--- src/rtl/rxf_pkg.sv ---
package rxf_pkg;

  typedef struct packed {
    logic [31:0] data;
    logic        sof;
    logic        eof;
    logic [1:0]  nbytes;
  } rxf_word_t;

  typedef struct packed {
    logic ovf;
    logic csum;
    logic mac;
  } rxf_stat_t;

  localparam int unsigned WORD_W = $bits(rxf_word_t);
  localparam int unsigned STAT_W = $bits(rxf_stat_t);

  // words needed before a cut-through start: 32 bytes per code step
  function automatic logic [31:0] thr_words(input logic [1:0] code);
    return (32'(code) + 32'd1) << 3;
  endfunction

  // discard verdict for a complete frame at the head
  function automatic logic frame_bad(input rxf_stat_t s, input logic keep_csum,
                                     input logic fwd_err);
    if (s.ovf) return 1'b1;
    if (fwd_err) return 1'b0;
    if (s.mac) return 1'b1;
    if (s.csum) return !keep_csum;
    return 1'b0;
  endfunction

endpackage

--- src/rtl/rxf_ram.sv ---
module rxf_ram #(
  parameter int unsigned W  = 8,
  parameter int unsigned AW = 4
) (
  input  logic          clk,
  input  logic          we,
  input  logic [AW-1:0] waddr,
  input  logic [W-1:0]  wdata,
  input  logic [AW-1:0] raddr,
  output logic [W-1:0]  rdata
);
  localparam int unsigned DEPTH = 1 << AW;

  logic [W-1:0] mem [DEPTH];

  always_ff @(posedge clk) begin
    if (we) mem[waddr] <= wdata;
  end

  assign rdata = mem[raddr];
endmodule

--- src/rtl/rxf_wr_ctl.sv ---
module rxf_wr_ctl
  import rxf_pkg::*;
#(
  parameter int unsigned AW = 6
) (
  input  logic            clk,
  input  logic            rst_n,
  input  logic            in_valid,
  input  logic [31:0]     in_data,
  input  logic            in_sof,
  input  logic            in_eof,
  input  logic [1:0]      in_nbytes,
  input  logic            in_mac_err,
  input  logic            in_csum_err,
  input  logic [AW:0]     used,
  output logic            d_we,
  output rxf_word_t       d_wdata,
  output logic            s_we,
  output rxf_stat_t       s_flags,
  output logic [AW:0]     wr_ptr,
  output logic [AW:0]     st_wptr,
  output logic            ovf_pulse
);
  localparam int unsigned DEPTH = 1 << AW;

  logic ovf_q, any_q;
  logic ovf_c, any_c;
  logic room_data, room_eof;
  logic set_ovf, lost_ev;

  always_comb begin
    ovf_c     = in_sof ? 1'b0 : ovf_q;
    any_c     = in_sof ? 1'b0 : any_q;
    room_data = used < (AW+1)'(DEPTH - 1);
    room_eof  = used < (AW+1)'(DEPTH);
    d_we      = 1'b0;
    set_ovf   = 1'b0;
    lost_ev   = 1'b0;
    if (in_valid) begin
      if (in_eof) begin
        if (room_eof) d_we = 1'b1;
        else          lost_ev = 1'b1;
      end else if (!ovf_c) begin
        if (room_data) d_we = 1'b1;
        else           set_ovf = 1'b1;
      end
    end
  end

  assign s_we      = d_we && in_eof;
  assign s_flags   = '{ovf: ovf_c, csum: in_csum_err, mac: in_mac_err};
  assign d_wdata   = '{data: in_data, sof: !any_c, eof: in_eof, nbytes: in_nbytes};
  assign ovf_pulse = set_ovf || (lost_ev && !ovf_c);

  always_ff @(posedge clk or negedge rst_n) begin
    if (!rst_n) begin
      ovf_q   <= 1'b0;
      any_q   <= 1'b0;
      wr_ptr  <= '0;
      st_wptr <= '0;
    end else begin
      if (in_valid) begin
        ovf_q <= in_eof ? 1'b0 : (ovf_c || set_ovf);
        any_q <= in_eof ? 1'b0 : (any_c || d_we);
      end
      if (d_we) wr_ptr  <= wr_ptr + 1'b1;
      if (s_we) st_wptr <= st_wptr + 1'b1;
    end
  end

  AST_EOF_SLOT: assert property (@(posedge clk) disable iff (!rst_n)
    in_valid && in_eof && any_c |-> room_eof);
  AST_OVF_ONCE: assert property (@(posedge clk) disable iff (!rst_n)
    ovf_pulse |=> !ovf_pulse);
endmodule

--- src/rtl/rxf_rd_ctl.sv ---
module rxf_rd_ctl
  import rxf_pkg::*;
#(
  parameter int unsigned AW = 6
) (
  input  logic            clk,
  input  logic            rst_n,
  input  logic            cfg_store_fwd,
  input  logic [1:0]      cfg_thresh,
  input  logic            cfg_keep_csum,
  input  logic            cfg_fwd_err,
  input  logic            cfg_no_flush,
  input  logic            buf_avail,
  input  logic [AW:0]     wr_ptr,
  input  logic [AW:0]     st_wptr,
  input  rxf_word_t       hd_word,
  input  rxf_stat_t       hd_flags,
  input  logic [AW:0]     hd_eofp,
  input  logic            out_ready,
  output logic [AW:0]     rd_ptr,
  output logic [AW:0]     st_rptr,
  output logic            out_valid,
  output logic [31:0]     out_data,
  output logic            out_sof,
  output logic            out_eof,
  output logic [1:0]      out_nbytes,
  output logic            out_err,
  output logic            drop_pulse,
  output logic            flush_pulse
);
  typedef enum logic {S_HEAD, S_SEND} rd_state_e;

  rd_state_e   state;
  logic [AW:0] words;
  logic        st_avail, bad;
  logic        go_send, drop_ev, flush_ev, skip_ev, pop, last_pop;

  assign words    = wr_ptr - rd_ptr;
  assign st_avail = st_wptr != st_rptr;
  assign bad      = frame_bad(hd_flags, cfg_keep_csum, cfg_fwd_err);

  always_comb begin
    go_send  = 1'b0;
    drop_ev  = 1'b0;
    flush_ev = 1'b0;
    if (state == S_HEAD) begin
      if (st_avail) begin
        if (bad)             drop_ev  = 1'b1;
        else if (!buf_avail) flush_ev = !cfg_no_flush;
        else                 go_send  = 1'b1;
      end else if (!cfg_store_fwd && buf_avail &&
                   32'(words) >= thr_words(cfg_thresh)) begin
        go_send = 1'b1;
      end
    end
  end

  assign skip_ev     = drop_ev || flush_ev;
  assign out_valid   = (state == S_SEND) && (words != '0);
  assign pop         = out_valid && out_ready;
  assign last_pop    = pop && hd_word.eof;
  assign out_data    = hd_word.data;
  assign out_sof     = out_valid && hd_word.sof;
  assign out_eof     = out_valid && hd_word.eof;
  assign out_nbytes  = hd_word.nbytes;
  assign out_err     = out_eof && (hd_flags.mac || hd_flags.csum || hd_flags.ovf);
  assign drop_pulse  = drop_ev;
  assign flush_pulse = flush_ev;

  always_ff @(posedge clk or negedge rst_n) begin
    if (!rst_n) begin
      state   <= S_HEAD;
      rd_ptr  <= '0;
      st_rptr <= '0;
    end else begin
      if (skip_ev) begin
        rd_ptr  <= hd_eofp + 1'b1;
        st_rptr <= st_rptr + 1'b1;
      end else if (pop) begin
        rd_ptr <= rd_ptr + 1'b1;
        if (last_pop) st_rptr <= st_rptr + 1'b1;
      end
      if (go_send)       state <= S_SEND;
      else if (last_pop) state <= S_HEAD;
    end
  end

  AST_SF_WHOLE: assert property (@(posedge clk) disable iff (!rst_n)
    out_sof && cfg_store_fwd |-> st_avail);
  AST_CT_THRESH: assert property (@(posedge clk) disable iff (!rst_n)
    $rose(out_valid) && out_sof && !st_avail |->
      !cfg_store_fwd && 32'(words) >= thr_words(cfg_thresh));
  AST_SKIP_SILENT: assert property (@(posedge clk) disable iff (!rst_n)
    skip_ev |-> !out_valid);
  AST_NO_FLUSH: assert property (@(posedge clk) disable iff (!rst_n)
    cfg_no_flush |-> !flush_pulse);
  AST_ERR_LAST: assert property (@(posedge clk) disable iff (!rst_n)
    out_err |-> out_eof);
endmodule

--- src/rtl/rxf_fwd_ctrl.sv ---
module rxf_fwd_ctrl
  import rxf_pkg::*;
#(
  parameter int unsigned AW = 6
) (
  input  logic        clk,
  input  logic        rst_n,
  input  logic        cfg_store_fwd,
  input  logic [1:0]  cfg_thresh,
  input  logic        cfg_keep_csum,
  input  logic        cfg_fwd_err,
  input  logic        cfg_no_flush,
  input  logic        buf_avail,
  input  logic        in_valid,
  input  logic [31:0] in_data,
  input  logic        in_sof,
  input  logic        in_eof,
  input  logic [1:0]  in_nbytes,
  input  logic        in_mac_err,
  input  logic        in_csum_err,
  output logic        out_valid,
  input  logic        out_ready,
  output logic [31:0] out_data,
  output logic        out_sof,
  output logic        out_eof,
  output logic [1:0]  out_nbytes,
  output logic        out_err,
  output logic        ovf_pulse,
  output logic        drop_pulse,
  output logic        flush_pulse
);
  localparam int unsigned SREC_W = STAT_W + AW + 1;

  logic [AW:0]       wr_ptr, rd_ptr, st_wptr, st_rptr, used;
  logic              d_we, s_we;
  rxf_word_t         d_wdata, hd_word;
  rxf_stat_t         s_flags, hd_flags;
  logic [AW:0]       hd_eofp;
  logic [SREC_W-1:0] s_wrec, s_rrec;
  logic [WORD_W-1:0] d_rraw;

  assign used     = wr_ptr - rd_ptr;
  assign s_wrec   = {s_flags, wr_ptr};
  assign hd_flags = s_rrec[SREC_W-1 -: STAT_W];
  assign hd_eofp  = s_rrec[AW:0];
  assign hd_word  = d_rraw;

  rxf_wr_ctl #(.AW(AW)) u_wr (
    .clk, .rst_n, .in_valid, .in_data, .in_sof, .in_eof, .in_nbytes,
    .in_mac_err, .in_csum_err, .used, .d_we, .d_wdata, .s_we, .s_flags,
    .wr_ptr, .st_wptr, .ovf_pulse
  );

  rxf_ram #(.W(WORD_W), .AW(AW)) u_data (
    .clk, .we(d_we), .waddr(wr_ptr[AW-1:0]), .wdata(d_wdata),
    .raddr(rd_ptr[AW-1:0]), .rdata(d_rraw)
  );

  rxf_ram #(.W(SREC_W), .AW(AW)) u_stat (
    .clk, .we(s_we), .waddr(st_wptr[AW-1:0]), .wdata(s_wrec),
    .raddr(st_rptr[AW-1:0]), .rdata(s_rrec)
  );

  rxf_rd_ctl #(.AW(AW)) u_rd (
    .clk, .rst_n, .cfg_store_fwd, .cfg_thresh, .cfg_keep_csum, .cfg_fwd_err,
    .cfg_no_flush, .buf_avail, .wr_ptr, .st_wptr, .hd_word, .hd_flags, .hd_eofp,
    .out_ready, .rd_ptr, .st_rptr, .out_valid, .out_data, .out_sof, .out_eof,
    .out_nbytes, .out_err, .drop_pulse, .flush_pulse
  );

  AST_NO_OVERFLOW: assert property (@(posedge clk) disable iff (!rst_n)
    d_we |-> used < (AW+1)'(1 << AW));
endmodule

--- config.mk ---
export PLATFORM = sky130hd
export DESIGN_NAME = rxf_fwd_ctrl
export DESIGN_NICKNAME = d
export VERILOG_FILES = /design/src/rtl/rxf_pkg.sv /design/src/rtl/rxf_ram.sv /design/src/rtl/rxf_wr_ctl.sv /design/src/rtl/rxf_rd_ctl.sv /design/src/rtl/rxf_fwd_ctrl.sv
export SDC_FILE = /design/constraint.sdc
export NUM_CORES = 2
export LEC_CHECK = 0
export BUFFER_PORTS_ARGS = -buffer_cell sky130_fd_sc_hd__buf_2
export CORE_ASPECT_RATIO = 1.2
export CORE_MARGIN = 5
export CORE_UTILIZATION = 50
export CTS_BUF_LIST = sky130_fd_sc_hd__clkbuf_4 sky130_fd_sc_hd__clkbuf_8
export CTS_CLUSTER_DIAMETER = 50
export DETAILED_ROUTE_END_ITERATION = 10
export PLACE_DENSITY = 0.68
export SLEW_MARGIN = 25
export SYNTH_ARGS = -nofsm -noshare
export SYNTH_HDL_FRONTEND = slang
export SYNTH_SLANG_ARGS = --single-unit
--- constraint.sdc ---
create_clock -name clk -period 18.85 [get_ports clk]
set_clock_uncertainty 0.15 [all_clocks]
set_input_delay 1.885 -clock clk [delete_from_list [all_inputs] [get_ports clk]]
set_output_delay 1.885 -clock clk [all_outputs]
set_load 0.02 [all_outputs]
==> qor.yml <==
synth:
  async_reset_ff_frac: 0.0104
  synth_edf_count: 2944
  syn_area_um2: 114000
  synth_seq_cells: 2975
  synth.most_common_cell: "edfxtp_1"
  synth_top_area_share: 0.772
  synthCells: 4824
  synth_flop_cell: "edfxtp_1"
  yosys_warnings: 0
  yosys-top-cells-area: "edfxtp_1 77%, mux4_2 17%, dfrtp_1 0.68%"
  postSynthAreaPerCell_um2: 23.7
  syn_nets: 4888
  yosys.area.top_type: "edfxtp_1"
  ys_seq_area_frac: 0.779
  synth_top_cells_by_count: "2944 x edfxtp_1, 872 x mux4_2, 139 x clkbuf_1"
  ys_types: 71
timing:
  fin_setup_tns_ns: 0
  maxSlewHeadroom: 0.253
  setup_viol: 0
  fmax_mhz: 122
  rsz0062_at_grt: "no"
  drv_slew: 0
  tightestPinTransition_ns: 1.12
  hold_violations: 0
  finalCritPeriodShare: 0.434
  min_period_ns: 8.19
critical_path:
  rrSetupSlack_ns: 12.34
  worst_setup_path_start_kind: "register"
  cp-startpoint: "u_rd.rd_ptr[0]$_DFFE_PN0P_"
  reg2reg_depth: 12
  cp-endpoint: "out_data[22]"
  required_ns: 16.82
  cp-end-kind: "primary output"
  r2r_end: "u_data.mem[43][28]$_DFFE_PP_"
  cp_max_fo: 93
  cp.arrival_ns: 6.15
  r2r-start: "u_rd.rd_ptr[4]$_DFFE_PN0P_"
  worstSetupPathType: "reg2out"
floorplanning:
  dieArea_um2: 239000
  core_area_um2: 228000
  die_h_um: 534
  rows: 192
  io_pins: 90
  die-width_um: 447
  start_util: 0.502
global_route:
  grt_pass1_vias: 55782
  track_usage: 0.248
  grt_pass1_wl_mm: 418
  grt-ovfl-total: 0
  antenna_found_initial: 17
  grt_max_degree: 160
min_path:
  hold_path.class: "reg2reg"
power_and_ir_drop:
  ir_worst_vdd_uv: 194
  power_density_nw_per_um2: 143
  power.total_mw: 18.4
  p_leak_nw: 40.2
placement:
  dp.cells: 7827
  dpl.hpwl_mm: 157
  place_congestion: 0.842
  place_area_um2: 119000
  portBuffers: 89
routing:
  detail-route-antenna-nets: 0
  vias: 55330
  drc_errors: 0
  wl_per_cell_um: 34.1
  wirelength_mm: 296
  drtPass1Iterations: 5
  via_per_inst: 6.39
  first_iter_violations: 7186
clocking:
  numCtsBuffers: 463
  post-cts-setup-buffer-count: 0
  clock-sinks: 2975
  insertion_delay_ns: 1.09
  htree_levels: 5
  cts_root_buf: "clkbuf_8"
  cts_buffer_depth: 4
  ctsHoldBuffers: 0
  clk_pin_slew_worst_paths_ns: 0.07
  ctsResizeCount: 0
  tritoncts: "built"
cells_and_area:
  design_area_um2: 129000
  final_layout_size_suffix_gt1_frac: 0.346
  fin_cells: 8664
  fin_nets: 5355
  area_growth_pct: 12.3
job:
  cap_viol_max_count: 0
outcome:
  status: "completed"
==> cell type report <==
| type | count | area, um^2 |
|---|---|---|
| diodes | 7 | 17.5 |
| fillers | 16314 | 99400 |
| repair buffers | 262 | 2010 |
| clock inverters | 212 | 1280 |
| multi-input cells | 1568 | 24600 |
| flip-flops and latches | 2975 | 89200 |
| well taps | 3007 | 3760 |
| clock buffers | 612 | 7550 |
| inverters | 21 | 88.8 |
==> metrics by stage <==
step / util / setup slack (ns) / hold WS (ns)
6_report: 0.564 / 10.66 / 0.348
3_3_place_gp: 0.524 / 11.29 / 0.326
3_5_place_dp: 0.524 / 11.59 / 0.334
4_1_cts: 0.563 / 10.36 / 0.343
5_1_grt: 0.564 / 10.14 / 0.346
2_1_floorplan: - / 12.57 / 0.310
==> sequential cells by signal (all words and copies together), names as in the netlist <==
register	count
u_data.mem	2304
u_rd.state	1
u_wr.any_q	1
u_wr.st_wptr	7
u_wr.ovf_q	1
u_stat.mem	640
u_rd.rd_ptr	7
u_wr.wr_ptr	7
u_rd.st_rptr	7
==> layer usage <==
metal  GRT usage  wire length [um]  up-vias
met5           0                41        -
met3      0.0505             25900      565
met4      0.0846             10700        6
li1            -                 -    21783
met1       0.329            108000    29869
met2       0.415            151000     3107
==> placed cells by master (no fill, tap or decap), types with 45 or more instances in the layout <==
cell	count
edfxtp_1	2944
clkinv_2	55
nor3_1	45
buf_4	177
clkinv_1	130
buf_2	67
nor2_4	65
clkbuf_8	472
a22oi_1	66
clkbuf_4	140
mux2i_1	47
mux4_2	872
nand2_1	106
==> how the worst min path moves through the flow <==
stage	start	depth (start not counted)	slack (ns)	end
4_1_cts	u_wr.st_wptr[6]$_DFFE_PN0P_	1	0.34	u_wr.st_wptr[6]$_DFFE_PN0P_
2_1_floorplan	u_wr.st_wptr[6]$_DFFE_PN0P_	1	0.31	u_wr.st_wptr[6]$_DFFE_PN0P_
5_1_grt	u_wr.st_wptr[6]$_DFFE_PN0P_	1	0.35	u_wr.st_wptr[6]$_DFFE_PN0P_
3_3_place_gp	u_wr.st_wptr[6]$_DFFE_PN0P_	1	0.33	u_wr.st_wptr[6]$_DFFE_PN0P_
6_report	u_wr.st_wptr[6]$_DFFE_PN0P_	1	0.35	u_wr.st_wptr[6]$_DFFE_PN0P_
3_5_place_dp	u_wr.st_wptr[6]$_DFFE_PN0P_	1	0.33	u_wr.st_wptr[6]$_DFFE_PN0P_
==> critical path: stages (launching register included) <==
cell	delay, ns
dfrtp_4	1.00
buf_12	0.62
buf_6	0.68
buf_4	0.71
mux4_2	0.59
mux4_2	0.49
mux4_2	0.59
buf_2	0.21
==> where the power goes <==
group | total, mW | internal, mW | switching [mW]
combinational | 5.47 | 2.40 | 3.07
sequential | 7.72 | 7.55 | 0.171
clock | 5.20 | 2.77 | 2.43
==> cells by family (layout without fill, tap and decap cells) <==
logic type      after synthesis  in the layout  synth area share
other cells                   0              7                 0
flops                      2975           2975             0.779
compound gates              181            181            0.0111
simple gates                402            402            0.0170
fa+ha+maj                    15             15           0.00171
buf+inv                     281           1107            0.0106
mux                         935            935             0.178
xor+xnor                     35             35           0.00268
(Power assumes the default switching activity.)
